`src/rtl/pair_ptr_pkg.sv`:
```
package pair_ptr_pkg;
    localparam int ADDR_W    = 8;
    localparam int IDX_W     = 5;
    localparam int NUM_PAIRS = 11;
    localparam int B_BASE    = 16;
    localparam int CFG_PAIR  = 5;

    typedef enum logic [1:0] {
        MODE_SEQ_ILV    = 2'b00,
        MODE_TOGGLE_ILV = 2'b01,
        MODE_SEQ_SPLIT  = 2'b10,
        MODE_HOLD_SPLIT = 2'b11
    } ptr_mode_e;
endpackage

```
`src/rtl/ptr_mode_fsm.sv`:
```
module ptr_mode_fsm
    import pair_ptr_pkg::*;
(
    input  logic      clk,
    input  logic      rst_n,
    input  logic      cfg_load,
    input  logic      cfg_bank,
    input  logic      cfg_seq_off,
    output ptr_mode_e mode_q,
    output logic      split_o
);
    ptr_mode_e mode_d;

    always_comb begin
        mode_d = mode_q;
        if (cfg_load) begin
            unique case ({cfg_bank, cfg_seq_off})
                2'b00: mode_d = MODE_SEQ_ILV;
                2'b01: mode_d = MODE_TOGGLE_ILV;
                2'b10: mode_d = MODE_SEQ_SPLIT;
                2'b11: mode_d = MODE_HOLD_SPLIT;
            endcase
        end
    end

    always_ff @(posedge clk) begin
        if (!rst_n) mode_q <= MODE_SEQ_ILV;
        else        mode_q <= mode_d;
    end

    always_comb begin
        unique case (mode_q)
            MODE_SEQ_ILV, MODE_TOGGLE_ILV:   split_o = 1'b0;
            MODE_SEQ_SPLIT, MODE_HOLD_SPLIT: split_o = 1'b1;
        endcase
    end
endmodule

```
`src/rtl/ptr_advance.sv`:
```
module ptr_advance
    import pair_ptr_pkg::*;
#(
    parameter int AW    = ADDR_W,
    parameter int PAIRS = NUM_PAIRS,
    parameter int BBASE = B_BASE
) (
    input  ptr_mode_e      mode,
    input  logic [AW-1:0]  ptr,
    output logic [AW-1:0]  ptr_next
);
    localparam logic [AW-1:0] ILV_LAST = AW'(2 * PAIRS - 1);
    localparam logic [AW-1:0] SPL_LAST = AW'(BBASE + PAIRS - 1);

    logic [AW-1:0] ptr_inc;
    assign ptr_inc = ptr + AW'(1);

    always_comb begin
        unique case (mode)
            MODE_SEQ_ILV:    ptr_next = (ptr >= ILV_LAST) ? '0 : ptr_inc;
            MODE_SEQ_SPLIT:  ptr_next = (ptr >= SPL_LAST) ? '0 : ptr_inc;
            MODE_HOLD_SPLIT: ptr_next = ptr;
            MODE_TOGGLE_ILV: ptr_next = {ptr[AW-1:1], ~ptr[0]};
        endcase
    end
endmodule

```
`src/rtl/ptr_decode.sv`:
```
module ptr_decode
    import pair_ptr_pkg::*;
#(
    parameter int AW    = ADDR_W,
    parameter int IW    = IDX_W,
    parameter int PAIRS = NUM_PAIRS,
    parameter int BBASE = B_BASE,
    parameter int CPAIR = CFG_PAIR
) (
    input  logic          split,
    input  logic [AW-1:0] addr,
    output logic [IW-1:0] idx,
    output logic          hit
);
    localparam logic [AW-1:0] ILV_LAST = AW'(2 * PAIRS - 1);
    localparam logic [AW-1:0] A_LAST   = AW'(PAIRS - 1);
    localparam logic [AW-1:0] B_FIRST  = AW'(BBASE);
    localparam logic [AW-1:0] B_LAST   = AW'(BBASE + PAIRS - 1);
    localparam logic [AW-1:0] CFG_P    = AW'(CPAIR);

    logic [AW-1:0] pair;
    logic          port;

    always_comb begin
        hit  = 1'b0;
        pair = '0;
        port = 1'b0;
        if (!split) begin
            if (addr <= ILV_LAST) begin
                hit  = 1'b1;
                pair = {1'b0, addr[AW-1:1]};
                port = addr[0];
            end
        end else if (addr <= A_LAST) begin
            hit  = 1'b1;
            pair = addr;
        end else if (addr >= B_FIRST && addr <= B_LAST) begin
            hit  = 1'b1;
            pair = addr - B_FIRST;
            port = 1'b1;
        end
    end

    always_comb begin
        if (!hit)              idx = '0;
        else if (pair == CFG_P) idx = {pair[IW-2:0], 1'b0};
        else                   idx = {pair[IW-2:0], port};
    end
endmodule

```
`src/rtl/pair_reg_pointer.sv`:
```
module pair_reg_pointer
    import pair_ptr_pkg::*;
(
    input  logic              clk,
    input  logic              rst_n,
    input  logic              cfg_load,
    input  logic              cfg_bank,
    input  logic              cfg_seq_off,
    input  logic              ptr_load,
    input  logic [ADDR_W-1:0] ptr_addr,
    input  logic              acc_step,
    output logic [ADDR_W-1:0] ptr_q,
    output logic [IDX_W-1:0]  reg_idx,
    output logic              reg_hit
);
    ptr_mode_e         mode_q;
    logic              split;
    logic [ADDR_W-1:0] ptr_next;

    ptr_mode_fsm u_mode (
        .clk         (clk),
        .rst_n       (rst_n),
        .cfg_load    (cfg_load),
        .cfg_bank    (cfg_bank),
        .cfg_seq_off (cfg_seq_off),
        .mode_q      (mode_q),
        .split_o     (split)
    );

    ptr_advance #(.AW(ADDR_W), .PAIRS(NUM_PAIRS), .BBASE(B_BASE)) u_adv (
        .mode     (mode_q),
        .ptr      (ptr_q),
        .ptr_next (ptr_next)
    );

    always_ff @(posedge clk) begin
        if (!rst_n)        ptr_q <= '0;
        else if (ptr_load) ptr_q <= ptr_addr;
        else if (acc_step) ptr_q <= ptr_next;
    end

    ptr_decode #(
        .AW(ADDR_W), .IW(IDX_W), .PAIRS(NUM_PAIRS), .BBASE(B_BASE), .CPAIR(CFG_PAIR)
    ) u_dec (
        .split (split),
        .addr  (ptr_q),
        .idx   (reg_idx),
        .hit   (reg_hit)
    );
endmodule

```
`config.mk`:
```
export PLATFORM = sky130hd
export DESIGN_NAME = pair_reg_pointer
export DESIGN_NICKNAME = d
export VERILOG_FILES = /design/src/rtl/pair_ptr_pkg.sv /design/src/rtl/ptr_mode_fsm.sv /design/src/rtl/ptr_advance.sv /design/src/rtl/ptr_decode.sv /design/src/rtl/pair_reg_pointer.sv
export SDC_FILE = /design/constraint.sdc
export NUM_CORES = 1
export LEC_CHECK = 0
export BUFFER_PORTS_ARGS = -buffer_cell sky130_fd_sc_hd__buf_2
export CAP_MARGIN = 25
export CORE_UTILIZATION = 35
export CTS_BUF_LIST = sky130_fd_sc_hd__clkbuf_16
export DETAILED_ROUTE_END_ITERATION = 16
export SYNTH_ARGS = -nofsm -noshare
export SYNTH_HDL_FRONTEND = slang
export SYNTH_HIERARCHICAL = 1
export SYNTH_SLANG_ARGS = --single-unit
export TNS_END_PERCENT = 20
```
`constraint.sdc`:
```
create_clock -name clk -period 2.15 [get_ports clk]
set_clock_uncertainty 0.15 [all_clocks]
set_input_delay 0.43 -clock clk [delete_from_list [all_inputs] [get_ports clk]]
set_output_delay 0.43 -clock clk [all_outputs]
set_load 0.02 [all_outputs]
```
[Word-level counts from Yosys, hierarchy flattened]
Cells that the tools add are included.
W data, S select, Z words.
Operators by class
  add/sub/neg operators: 2
  $lt $le $gt $ge: 6
  equal/unequal tests: 9
  multiplexer cells: 20
  bitwise gates (word level): 1
  reduce and logical (&&, ||, !) cells: 8
Operators with widths (number)
  $mux W8: 7
  $ge A8 B5 Y1 const B: 3
  $pmux W8 S3: 1
  $le A8 B5 Y1 const B: 2
  $add A8 B1 Y8 const B: 1
  $eq A2 B2 Y1 const B: 4
  $eq A8 B3 Y1 const B: 1
  $le A8 B4 Y1 const B: 1
  $mux W1: 8
  $pmux W2 S4: 1
  $sub A8 B5 Y8 const B: 1
  $mux W7: 1
  $mux W5: 1
  $eq A2 B1 Y1 const B: 2
  $logic_not A2 Y1: 2
  $ne A2 B2 Y1 const B: 2
  $reduce_or A2 Y1: 2
  $reduce_and A3 Y1: 1
  $pmux W1 S2: 1
  $reduce_and A2 Y1: 1
  $reduce_bool A2 Y1: 1
  $logic_and A1 B1 Y1: 1
  $not A1 Y1: 1
Word-level totals
  bits in registers: 10
  output and inout bits: 14

[Logic depth before layout (Yosys ltp)]
  depth in word-level cells: 8
  gate-level depth with buffers: 8
  mapped depth without buffers: 8

[Hierarchy]
The synthesis kept the hierarchy.
Modules (own cells, without submodules)
  pair_reg_pointer: instances 1, cells an instance 35, area each 440.4 um^2
  ptr_decode: instances 1, cells an instance 48, area each 367.9 um^2
  ptr_advance: instances 1, cells an instance 34, area each 269.0 um^2
  ptr_mode_fsm: instances 1, cells an instance 7, area each 76.3 um^2

[Worst setup path after synthesis]
OpenSTA, ideal clock, no wires.
  path type: register to output
  start point: register ptr_q[5]
  end point: output reg_idx[0]
  arrival time: 2.086 ns
  required time: 1.570 ns
  setup slack: -0.516 ns
  cell stages (with the launch flop): 8
  path through: dfxtp_1 > inv_1 > ha_1 > and4b_1 > a211oi_2 > nor2_1 > a32o_1 > a41oi_2
Between the ends
  longest elaborated chain between the ends: 8
  elaborated cells on any way between the ends: 20
  those cells by class: 1 x add/sub; 4 x order compare; 1 x eq/ne; 13 x mux; 1 x reduce/logical
RTL lines
  start, declared: line pair_reg_pointer.sv:12  | output logic [ADDR_W-1:0] ptr_q,
  start signal, assigned: line pair_reg_pointer.sv:38  | else if (ptr_load) ptr_q <= ptr_addr;
  start signal, assigned: line pair_reg_pointer.sv:39  | else if (acc_step) ptr_q <= ptr_next;
  $ge A8 B5 Y1 or $le A8 B5 Y1 (tied branches): line ptr_decode.sv:37  | end else if (addr >= B_FIRST && addr <= B_LAST) begin
  $logic_and A1 B1 Y1: line ptr_decode.sv:37
  $mux W8: line ptr_decode.sv:37
  $mux W8: line ptr_decode.sv:34  | end else if (addr <= A_LAST) begin
  $mux W8: line ptr_decode.sv:28  | if (!split) begin
  $eq A8 B3 Y1: line ptr_decode.sv:46  | else if (pair == CFG_P) idx = {pair[IW-2:0], 1'b0};
  $mux W1: line ptr_decode.sv:46
  $mux W5 (*): line ptr_decode.sv:45  | if (!hit) idx = '0;
  end, declared: line pair_reg_pointer.sv:13  | output logic [IDX_W-1:0] reg_idx,
Every way passes the cells marked *; elsewhere a longest branch is shown, timed or not.

[Final worst setup path]
Ends and elaborated chain as after synthesis.

==> results.toml <==
[worst_setup_path]
r2r_end = "ptr_q[4]$_SDFFE_PN0P_"
crit_family = "compound AO/OA/AOI/OAI gates"
worst_setup_path_start_kind = "flip-flop"
endpoint = "reg_idx[0]"
path_cells = "inv_4, ha_4, and4b_1, a211oi_2, nor2_1, a32o_2, a41oi_4, buf_6"
crit_path_max_incr_delay_ns = 0.35
crit_type = "reg -> out"
worstPathArrival_ns = 1.97
worstPathRequired_ns = 1.57
critPathMaxFanout = 4
rr_startpoint = "ptr_q[7]$_SDFFE_PN0P_"
worst_setup_path_end_kind = "output port"
regToRegSetupSlack_ns = 0.04
cp_slowest_cell = "dfxtp_4"
cp_num_cells = 8
reg2regPathDepth = 7
startpoint = "ptr_q[5]$_SDFFE_PN0P_"
cp.buffers_inverters = 2

[cts]
h-tree-depth = 1
cts_sinks = 10
numCtsBuffers = 3
clkTransAtPathRegs_ns = 0.04
cts_root_buf = "clkbuf_16"
cts_hold_buf = 0
clk_latency_ns = 0.23
cts_max_path_buffers = 2
cts_tree = "done"

[timing]
period_share = 1.19
setup_violations = 6
rsz0062_at_grt = "true"
slew_headroom = 0.765
finalWorstSetupSlack_ns = -0.401
tightestPinTransition_ns = 0.351
min_period_ns = 2.55
fmax_ghz = 0.392
drv_slew = 0
hold_violations = 0

[synth]
yosys.cell_types.count = 50
yosysWarnings = 6
yosysSeqAreaShare = 0.174
synthFlopType = "dfxtp_1"
synthesis.nets = 145
synthArstFlopShare = 0
synthesis.area_mm2 = 0.00115
avgSynthCellArea_um2 = 9.30
synth_seq_cells = 10
synth_cells = 124
synth-edff-count = 0

[cells_and_area]
layout.cells.non_filler = 216
post-route-util = 0.543
final_area_mm2 = 0.00167
n_antenna_cell = 0
drive_above_1_share = 0.558
final_nets = 194
area_delta_synth_final_pct = 44.9
fillers = 276

[placement]
place_hpwl_mm = 2.29
placed_area_mm2 = 0.00148
globalplace.congestion = 0.869
placed_cells = 208
portBuffers = 28
place_ws_ns = -0.207

[global_routing]
grt_pass1_vias = 1071
grt_max_degree = 17
grt_overflow = 0
grt_pass1_wl_mm = 5.09
grt_use_total = 0.190
grt_antenna_before_repair = 0

[floorplan]
row_count = 20
fp.dieW_um = 59.4
die_y_um = 59.4
die_area_mm2 = 0.00353
core-area_mm2 = 0.00308
ioPinCount = 29
initial_utilization = 0.375

[hold_path]
hp-start = "cfg_bank"
hp-class = "in -> reg"

[job]
cap_violations = 0

[drt]
wl_per_cell_um = 14.0
avgViaCountPerCell = 5.30
totalWireLength_mm = 3.03
vias = 1145
drt_iter0_markers = 28
drtPass1Iterations = 4
drc_errors = 0
antenna_left = 0

[status]
violations = "negative setup slack"
status = "finished with violations"

[power_and_ir_drop]
ir_drop_mv = 0.533
power_density_mw_per_mm2 = 543
leakagePower_uw = 0.000811
==> final cells by class <==
class / instances / area [um^2] / share of cell area
Clock inverter: 1 / 3.75 / 0.00225
Timing Repair Buffer: 52 / 352 / 0.210
Multi-Input combinational cell: 98 / 931 / 0.557
Tap cell: 44 / 55.1 / 0.0329
Inverter: 8 / 32.5 / 0.0195
Sequential cell: 10 / 223 / 0.133
Clock buffer: 3 / 75.1 / 0.0449
==> where the power goes <==
part / switching [uW] / total [uW] / internal (uW) / leakage [uW]
Combinational: 177 / 360 / 183 / 0.000686
Clock: 81.0 / 324 / 243 / 0.0000385
Sequential: 25.3 / 224 / 199 / 0.0000866
==> flip-flops by register name (all words and copies together) (netlist names) <==
signal / count
u_mode/mode_q: 2
ptr_q: 8
==> placed cells by master, fill, tap and decap left out, types with 2 or more instances in the layout <==
cell type	instances
nand2_1	7
ha_2	2
nor2b_1	4
ha_1	3
buf_6	5
inv_1	5
mux2i_1	2
buf_2	23
nor2_1	5
a22o_1	3
and2_1	3
buf_4	24
a211oi_2	2
dfxtp_1	4
dfxtp_4	6
or2b_1	8
clkbuf_16	3
nor4_4	2
nand3_1	3
mux2_4	8
o211a_1	9
nor3_1	4
inv_2	2
o31ai_1	2
==> worst min path at each step <==
stage	endpoint	slack, ns	cells past startpoint
2_1_floorplan	u_mode/mode_q[0]$_SDFFE_PN0P_	0.33	2
3_3_place_gp	u_mode/mode_q[0]$_SDFFE_PN0P_	0.56	3
3_5_place_dp	u_mode/mode_q[1]$_SDFFE_PN0P_	0.55	3
4_1_cts	u_mode/mode_q[1]$_SDFFE_PN0P_	0.31	3
5_1_grt	u_mode/mode_q[1]$_SDFFE_PN0P_	0.33	3
6_report	u_mode/mode_q[1]$_SDFFE_PN0P_	0.31	3
==> per-layer routing <==
metal / wire length (um) / global-route usage / vias up
met5: 0 / 0 / -
met4: 52 / 0.0612 / 0
met3: 145 / 0.0197 / 7
met2: 1470 / 0.321 / 44
met1: 1370 / 0.250 / 539
li1: - / - / 555
==> cell families (layout without fill, tap and decap cells) <==
logic type | count (synthesis) | count (layout) | synth area share
buf+inv | 16 | 64 | 0.0748
fa+ha+maj | 6 | 6 | 0.0651
compound gates | 35 | 35 | 0.307
xor+xnor | 1 | 1 | 0.00759
simple gates | 46 | 46 | 0.251
mux | 10 | 10 | 0.121
flops | 10 | 10 | 0.174
==> stage by stage <==
stage          hold WS, ns  TNS (ns)  power (uW)
2_1_floorplan        0.332   -0.0960         443
3_3_place_gp         0.563    -0.611         544
3_5_place_dp         0.554    -0.795         548
4_1_cts              0.310     -2.13         907
5_1_grt              0.327     -2.74         967
6_report             0.307     -2.21         908
==> cell usage after synthesis (all sizes together), types with 4 or more instances <==
cell type | n | area (um^2)
o211a | 9 | 90.1
nor3 | 4 | 20.0
nor2 | 6 | 25.0
nor2b | 4 | 25.0
or2b | 8 | 60.1
ha | 6 | 75.1
mux2 | 8 | 120
buf | 6 | 47.5
inv | 8 | 30.0
nand2 | 8 | 32.5
dfxtp | 10 | 200
a22o | 4 | 36.3
==> worst min-delay path: stages <==
cell and delay (ns):
buf_2 0.07, mux2i_1 0.05, nor2b_1 0.09
==> repair_timing <==
| item | in CTS | in global routing |
|---|---|---|
| setup buffers | 3 | 1 |
| pin swaps | 12 | 4 |
| endpoints found under the hold margin | 0 | 0 |
| resized for setup | 17 | 6 |
| endpoints found under the setup margin | 9 | 10 |
No activity file was read; power rests on OpenSTA's default activity.
